`src/rtl/delay_pc_pkg.sv`:
```
package delay_pc_pkg;

    typedef enum logic [0:0] {
        ST_RUN  = 1'b0,
        ST_SLOT = 1'b1
    } pcst_t;

    typedef enum logic [1:0] {
        XF_NONE   = 2'd0,
        XF_BRANCH = 2'd1,
        XF_JUMP   = 2'd2
    } xfer_t;

endpackage

```
`src/rtl/xfer_decode.sv`:
```
module xfer_decode
    import delay_pc_pkg::*;
#(
    parameter int           OPC_W     = 6,
    parameter logic [5:0]   OP_BRANCH = 6'b000100,
    parameter logic [5:0]   OP_JUMP   = 6'b000010
) (
    input  logic [OPC_W-1:0] opcode,
    input  logic             take_cond,
    output xfer_t            kind
);

    always_comb begin
        kind = XF_NONE;
        if (opcode == OP_JUMP[OPC_W-1:0]) begin
            kind = XF_JUMP;
        end else if (opcode == OP_BRANCH[OPC_W-1:0] && take_cond) begin
            kind = XF_BRANCH;
        end
    end

endmodule

```
`src/rtl/target_calc.sv`:
```
module target_calc
    import delay_pc_pkg::*;
#(
    parameter int ADDR_W = 32,
    parameter int DISP_W = 16,
    parameter int JIDX_W = 26
) (
    input  logic [ADDR_W-1:0] slot_pc,
    input  logic [JIDX_W-1:0] field,
    input  xfer_t             kind,
    output logic [ADDR_W-1:0] target
);

    localparam int EXT_W = ADDR_W - DISP_W - 2;
    localparam int HI_W  = ADDR_W - JIDX_W - 2;

    logic [DISP_W-1:0] disp;
    logic [ADDR_W-1:0] disp_bytes;
    logic [ADDR_W-1:0] br_target;
    logic [ADDR_W-1:0] jp_target;

    assign disp       = field[DISP_W-1:0];
    assign disp_bytes = {{EXT_W{disp[DISP_W-1]}}, disp, 2'b00};
    assign br_target  = slot_pc + disp_bytes;
    assign jp_target  = {slot_pc[ADDR_W-1 -: HI_W], field, 2'b00};

    always_comb begin
        unique case (kind)
            XF_JUMP:   target = jp_target;
            XF_BRANCH: target = br_target;
            default:   target = slot_pc;
        endcase
    end

endmodule

```
`src/rtl/pc_fsm.sv`:
```
module pc_fsm
    import delay_pc_pkg::*;
#(
    parameter int               ADDR_W    = 32,
    parameter logic [31:0]      RESET_VEC = 32'h1FC0_0000
) (
    input  logic              clk,
    input  logic              rst_n,
    input  logic              stall,
    input  xfer_t             kind,
    input  logic [ADDR_W-1:0] slot_pc,
    input  logic [ADDR_W-1:0] target,
    output logic [ADDR_W-1:0] pc_q,
    output pcst_t             st_q
);

    pcst_t             st_n;
    logic [ADDR_W-1:0] pc_n;
    logic [ADDR_W-1:0] tgt_q;
    logic [ADDR_W-1:0] tgt_n;

    always_ff @(posedge clk or negedge rst_n) begin
        if (!rst_n) begin
            st_q  <= ST_RUN;
            pc_q  <= RESET_VEC[ADDR_W-1:0];
            tgt_q <= '0;
        end else begin
            st_q  <= st_n;
            pc_q  <= pc_n;
            tgt_q <= tgt_n;
        end
    end

    always_comb begin
        st_n  = st_q;
        pc_n  = pc_q;
        tgt_n = tgt_q;
        unique case (st_q)
            ST_RUN: begin
                if (!stall) begin
                    pc_n = slot_pc;
                    if (kind != XF_NONE) begin
                        tgt_n = target;
                        st_n  = ST_SLOT;
                    end
                end
            end
            ST_SLOT: begin
                if (!stall) begin
                    pc_n = tgt_q;
                    st_n = ST_RUN;
                end
            end
        endcase
    end

endmodule

```
`src/rtl/delay_pc_unit.sv`:
```
module delay_pc_unit
    import delay_pc_pkg::*;
#(
    parameter int          ADDR_W    = 32,
    parameter int          INSN_W    = 32,
    parameter int          OPC_W     = 6,
    parameter int          DISP_W    = 16,
    parameter logic [5:0]  OP_BRANCH = 6'b000100,
    parameter logic [5:0]  OP_JUMP   = 6'b000010,
    parameter logic [31:0] RESET_VEC = 32'h1FC0_0000
) (
    input  logic              clk,
    input  logic              rst_n,
    input  logic              stall,
    input  logic [INSN_W-1:0] instr,
    input  logic              take_cond,
    output logic [ADDR_W-1:0] fetch_pc
);

    localparam int JIDX_W = INSN_W - OPC_W;

    xfer_t             kind;
    pcst_t             run_state;
    logic [ADDR_W-1:0] slot_pc;
    logic [ADDR_W-1:0] target;

    assign slot_pc = fetch_pc + ADDR_W'(4);

    xfer_decode #(
        .OPC_W     (OPC_W),
        .OP_BRANCH (OP_BRANCH),
        .OP_JUMP   (OP_JUMP)
    ) u_dec (
        .opcode    (instr[INSN_W-1 -: OPC_W]),
        .take_cond (take_cond),
        .kind      (kind)
    );

    target_calc #(
        .ADDR_W (ADDR_W),
        .DISP_W (DISP_W),
        .JIDX_W (JIDX_W)
    ) u_tgt (
        .slot_pc (slot_pc),
        .field   (instr[JIDX_W-1:0]),
        .kind    (kind),
        .target  (target)
    );

    pc_fsm #(
        .ADDR_W    (ADDR_W),
        .RESET_VEC (RESET_VEC)
    ) u_fsm (
        .clk     (clk),
        .rst_n   (rst_n),
        .stall   (stall),
        .kind    (kind),
        .slot_pc (slot_pc),
        .target  (target),
        .pc_q    (fetch_pc),
        .st_q    (run_state)
    );

endmodule

```
`config.mk`:
```
export PLATFORM = sky130hd
export DESIGN_NAME = delay_pc_unit
export DESIGN_NICKNAME = d
export VERILOG_FILES = /design/src/rtl/delay_pc_pkg.sv /design/src/rtl/xfer_decode.sv /design/src/rtl/target_calc.sv /design/src/rtl/pc_fsm.sv /design/src/rtl/delay_pc_unit.sv
export SDC_FILE = /design/constraint.sdc
export NUM_CORES = 1
export LEC_CHECK = 0
export ABC_AREA = 0
export BUFFER_PORTS_ARGS = -buffer_cell sky130_fd_sc_hd__buf_4
export CORE_MARGIN = 4
export CORE_UTILIZATION = 54
export CTS_BUF_LIST = sky130_fd_sc_hd__clkbuf_16
export DETAILED_ROUTE_END_ITERATION = 8
export PLACE_DENSITY_LB_ADDON = 0.3
export SLEW_MARGIN = 15
export SYNTH_ARGS = -nofsm -noshare
export SYNTH_HDL_FRONTEND = slang
export SYNTH_HIERARCHICAL = 1
export SYNTH_SLANG_ARGS = --single-unit
```
`constraint.sdc`:
```
create_clock -name clk -period 4.8 [get_ports clk]
set_clock_uncertainty 0.1 [all_clocks]
set_input_delay 0.96 -clock clk [delete_from_list [all_inputs] [get_ports clk]]
set_output_delay 0.96 -clock clk [all_outputs]
set_load 0.02 [all_outputs]
```
Word level (Yosys, flattened, before mapping):

Cells that the tools add are included.

* flip-flop bits (word level): 65
* input port bits: 36
* output and inout bits: 32
* word-level logic and storage cells: 27

* $add $sub $neg: 2
* equal/unequal tests: 6
* muxes and demuxes: 10
* bitwise operators: 2
* reduce and logical (&&, ||, !) cells: 4

Operators with widths (count)
* 32-bit case mux with 2 select lines: 2
* 32-bit 2-to-1 mux: 2
* 32-bit by 3-bit adder with 32-bit output (second input constant): 1
* 32-bit adder: 1
* 6-bit by 2-bit equality test with 1-bit output (second input constant): 1
* 6-bit by 3-bit equality test with 1-bit output (second input constant): 1
* 1-bit 2-to-1 mux: 4
* 2-bit != test (second input constant): 2
* 3-bit AND reduction: 1
* 2-bit by 1-bit equality test with 1-bit output (second input constant): 1
* 2-bit equality test (second input constant): 1
* 2-bit 2-to-1 mux: 1
* 1-bit inverter: 2
* 1-bit case mux with 2 select lines: 1
* 2-bit AND reduction: 1
* 2-bit nonzero test: 1
* 1-bit logical AND: 1

Longest topological paths before layout:

* word-level depth: 8
* depth in mapped cells: 16
* gate-level depth less buffers: 15

Cells and area by module:

Netlist, hierarchy kept.

Modules (own cells, without submodules)
* pc_fsm: times used 1, cells each 210, area each 2717.6 um2, sequential area each 1635.3 um2
* target_calc: times used 1, cells each 313, area each 2149.6 um2, sequential area each 0.0 um2
* delay_pc_unit: times used 1, cells each 81, area each 565.5 um2, sequential area each 0.0 um2
* xfer_decode: times used 1, cells each 4, area each 37.5 um2, sequential area each 0.0 um2

Least setup slack after synthesis:

No wires, ideal clock.

* path type: register to register
* from: register u_fsm.pc_q[2]
* to: register u_fsm.tgt_q[29]
* library setup time: 0.125 ns
* arrival: 3.573 ns
* data required time: 4.575 ns
* path slack: 1.002 ns
* cell stages (with the launch flop): 16
* path buffers: 0
* clock period less this slack: 3.798 ns
* cell sequence: dfrtp_1 -> ha_1 -> nand3_1 -> nor4_4 -> nand3_1 -> xnor2_1 -> ha_1 -> a21o_1 -> a21oi_1 -> o21bai_1 -> a211oi_1 -> o21ai_2 -> a221oi_2 -> mux2i_1 -> o211ai_1 -> mux2_2

* longest elaborated chain between the ends: 3

Ends and longest elaborated chain
* start, declared: line pc_fsm.sv:13 `output logic [ADDR_W-1:0] pc_q,`
* start signal, assigned: line pc_fsm.sv:25 `pc_q <= RESET_VEC[ADDR_W-1:0];`
* start signal, assigned: line pc_fsm.sv:29 `pc_q <= pc_n;`
* 32-bit by 3-bit adder with 32-bit output: line delay_pc_unit.sv:27 `assign slot_pc = fetch_pc + ADDR_W'(4);`
* via slot_pc[18]: line delay_pc_unit.sv:24 `logic [ADDR_W-1:0] slot_pc;`
* 32-bit adder: line target_calc.sv:24 `assign br_target = slot_pc + disp_bytes;`
* 32-bit case mux with 2 select lines: line target_calc.sv:28 `unique case (kind)`
* via target[29]: line delay_pc_unit.sv:25 `logic [ADDR_W-1:0] target;`
* end signal, assigned: line pc_fsm.sv:30 `tgt_q <= tgt_n;`
* end, declared: line pc_fsm.sv:19 `logic [ADDR_W-1:0] tgt_q;`

The timed path passes the listed nets, and every way through them passes these cells.
A chain may end at the register's enable or synchronous reset.

Worst setup path after layout:

Same ends and word-level chain as after synthesis.

==> impl_metrics.csv <==
group,metric,value,unit
status,status,"finished, final reports clean",
place,gp_congestion,0.872,
clock_tree,insertion_delay,0.33,ns
final_layout,area_growth_syn_to_layout,16.1,%
clock_tree,cts.sinks,65,
logic_synthesis,synth_area,5470,µm²
drt,drtAntennaViolNets,0,
grt,grt_pass1_vias,4800,
final_layout,utilization,64.7,%
final_layout,layout.nets,729,
clock_tree,holdBufCountCts,0,
logic_synthesis,synth-main-ff-cell,"dfrtp_1",
setup_path,required,4.91,ns
floorplanning,dieWidth,109,µm
clock_tree,cts_setup_buffers,0,
sta,slew_viol_final,0,
place,numPortBuffers,67,
final_layout,layout_commonest_cell,"buf_4",
sta,hold_ws,0.389,ns
setup_path,start_kind,"register",
clock_tree,cts_max_path_buffers,2,
floorplanning,start_util,55.7,%
grt,overflow,0,
grt,track_usage,26.0,%
drt,dr.first_iter.drc_count,394,
sta,timing.final.crit_share,89.2,%
setup_path,critPathTopFamily,"compound AO/OA/AOI/OAI gates",
setup_path,crit_fanout,8,
flow_run,maxCapViolCount,0,
final_layout,mostFrequentLayoutCells,"buf_4 (73), nand2_1 (68), dfrtp_1 (57)",
pwr,powerDensity,406,nW/µm²
clock_tree,cts_resized,0,
logic_synthesis,synth_edf_count,0,
place,numPlacedInstances,782,
sta,max_freq,0.234,GHz
grt,grt_pass1_wl,24200,µm
pwr,p_leak,2.77,nW
setup_path,max_stage_delay,0.48,ns
pwr,ir_drop,0.000238,V
clock_tree,cts-htree-levels,3,
clock_tree,cts_buffers,9,
drt,routed_wl,14700,µm
logic_synthesis,synth.distinct_cells,66,
floorplanning,io-pin-count,68,
setup_path,crit_type,"reg -> reg",
drt,num_vias,4949,
floorplanning,std_cell_rows,36,
final_layout,fin_cells,798,
place,dpl_cell_area,6030,µm²
drt,first_pass_iters,5,
logic_synthesis,synth_cells,608,
sta,slew_headroom,26.0,%
final_layout,layout-drive-gt1-share,22.0,%
setup_path,crit_chain,"ha_1 > nand3_1 > nor4_4 > nand3_1 > xnor2_1 > ha_1 > a21o_1 > a21oi_1 > o21bai_1 > a211oi_1 > o21ai_2 > a221oi_2 > mux2i_1 > o211ai_1 > mux2_2",
drt,wl_per_cell,18.5,µm
sta,rsz0062_at_grt,"false",
grt,antenna_found_initial,0,
min_path,hold_path.class,"reg -> reg",
sta,setup_viol,0,
clock_tree,cts_root_buf,"clkbuf_16",
setup_path,crit_arrival,4.39,ns
drt,avgViaCountPerCell,6.20,
clock_tree,cts_tree,"built",
logic_synthesis,syn-num-nets,677,
floorplanning,die_area,11800,µm²
clock_tree,clkSlewWorstSetupHoldPaths,0.06,ns
drt,drc,0,
place,dpl.hpwl,10500,µm
logic_synthesis,async_flop_share,100,%
sta,hold_viol,0,
logic_synthesis,ys_seq_area_share,29.9,%
sta,period_needed,4.28,ns
grt,grt_max_degree,67,
setup_path,end_kind,"register",
floorplanning,core,9820,µm²
sta,setup_tns,0,ns
final_layout,fin_area,6350,µm²
logic_synthesis,ys_warn_count,6,
setup_path,cp_slowest_cell,"nor4_4",
logic_synthesis,ys_ff_latch,65,
sta,tightest_slew,1.11,ns
floorplanning,die_height,109,µm
logic_synthesis,syn_area_per_cell,9.00,µm²
setup_path,cp_num_buf_inv,0,
final_layout,antenna_cells,0,
==> path summary, 6_finish.rpt <==
check                                                 start                     endpoint  slack, ns  cells past startpoint
worst max-delay path              u_fsm/pc_q[2]$_DFFE_PN0P_  u_fsm/tgt_q[29]$_DFFE_PN0P_       0.52                     15
worst min-delay path            u_fsm/tgt_q[26]$_DFFE_PN0P_  u_fsm/tgt_q[26]$_DFFE_PN0P_       0.39                      1
worst max register to register    u_fsm/pc_q[2]$_DFFE_PN0P_  u_fsm/tgt_q[29]$_DFFE_PN0P_       0.52                     15
worst min register to register  u_fsm/tgt_q[26]$_DFFE_PN0P_  u_fsm/tgt_q[26]$_DFFE_PN0P_       0.39                      1
max in group asynchronous                             rst_n         u_fsm/st_q$_DFF_PN0_       3.38                      1
min in group asynchronous                             rst_n   u_fsm/tgt_q[6]$_DFFE_PN0P_       0.64                      1
==> cell type report <==
class,count,area (µm²)
Tap cell,133,166
Clock inverter,7,95.1
Clock buffer,9,225
Sequential cell,65,1640
Timing Repair Buffer,74,568
Inverter,19,71.3
Fill cell,836,3470
Multi-Input combinational cell,491,3590
==> power breakdown <==
| part | total (mW) | internal (mW) | switching [mW] |
|---|---|---|---|
| registers | 0.784 | 0.660 | 0.124 |
| logic | 1.09 | 0.477 | 0.611 |
| clock network | 0.705 | 0.454 | 0.251 |
==> synth_stat cells (4+ instances only) <==
cell type / n / area, µm²
a21o_1: 13 / 97.6
a21oi_1: 36 / 180
a221oi_1: 12 / 105
a22oi_1: 14 / 105
a31oi_1: 4 / 25.0
and2_1: 4 / 25.0
and3_1: 5 / 31.3
buf_2: 5 / 25.0
buf_6: 6 / 67.6
clkbuf_1: 21 / 78.8
dfrtp_1: 58 / 1450
dfstp_2: 7 / 184
ha_1: 32 / 400
inv_1: 19 / 71.3
mux2_1: 4 / 45.0
mux2_2: 28 / 315
mux2i_1: 34 / 340
nand2_1: 68 / 255
nand2b_1: 5 / 31.3
nand3_1: 16 / 80.1
nand4_1: 13 / 81.3
nor2_1: 23 / 86.3
nor3_1: 5 / 25.0
o21ai_0: 44 / 220
o21ai_1: 24 / 120
o21bai_1: 7 / 52.6
xnor2_1: 37 / 324
xor2_1: 16 / 140
==> sequential cells by signal, summed over array words and instances, names as in the netlist <==
signal	flops
u_fsm/tgt_q	32
u_fsm/pc_q	32
u_fsm/st_q	1
==> per-stage QoR <==
stage	total power, mW	setup WS, ns
floorplan	1.55	1.00
global placement	1.82	0.726
detailed placement	1.86	0.576
CTS	2.57	0.568
global route	2.74	0.276
finish	2.58	0.520
==> layer usage <==
layer | global-route usage [%] | part of all wire (%) | up-vias | wire [µm]
met4 | 8.30 | 1.2 | 0 | 172
li1 | - | - | 2336 | -
met5 | 0 | 0 | - | 0
met1 | 36.3 | 43 | 2383 | 6340
met3 | 4.62 | 7.9 | 21 | 1160
met2 | 41.1 | 48 | 209 | 7080
==> cells by family after synthesis <==
group | Yosys count | share of synthesized area, %
multiplexers | 66 | 12.8
flip-flops | 65 | 29.9
AO/OA/AOI/OAI | 177 | 21.2
adder cells (fa/ha/maj) | 33 | 7.69
buffers and inverters | 52 | 4.51
AND/OR/NAND/NOR | 162 | 15.4
XOR/XNOR | 53 | 8.49
(Power assumes the default switching activity.)
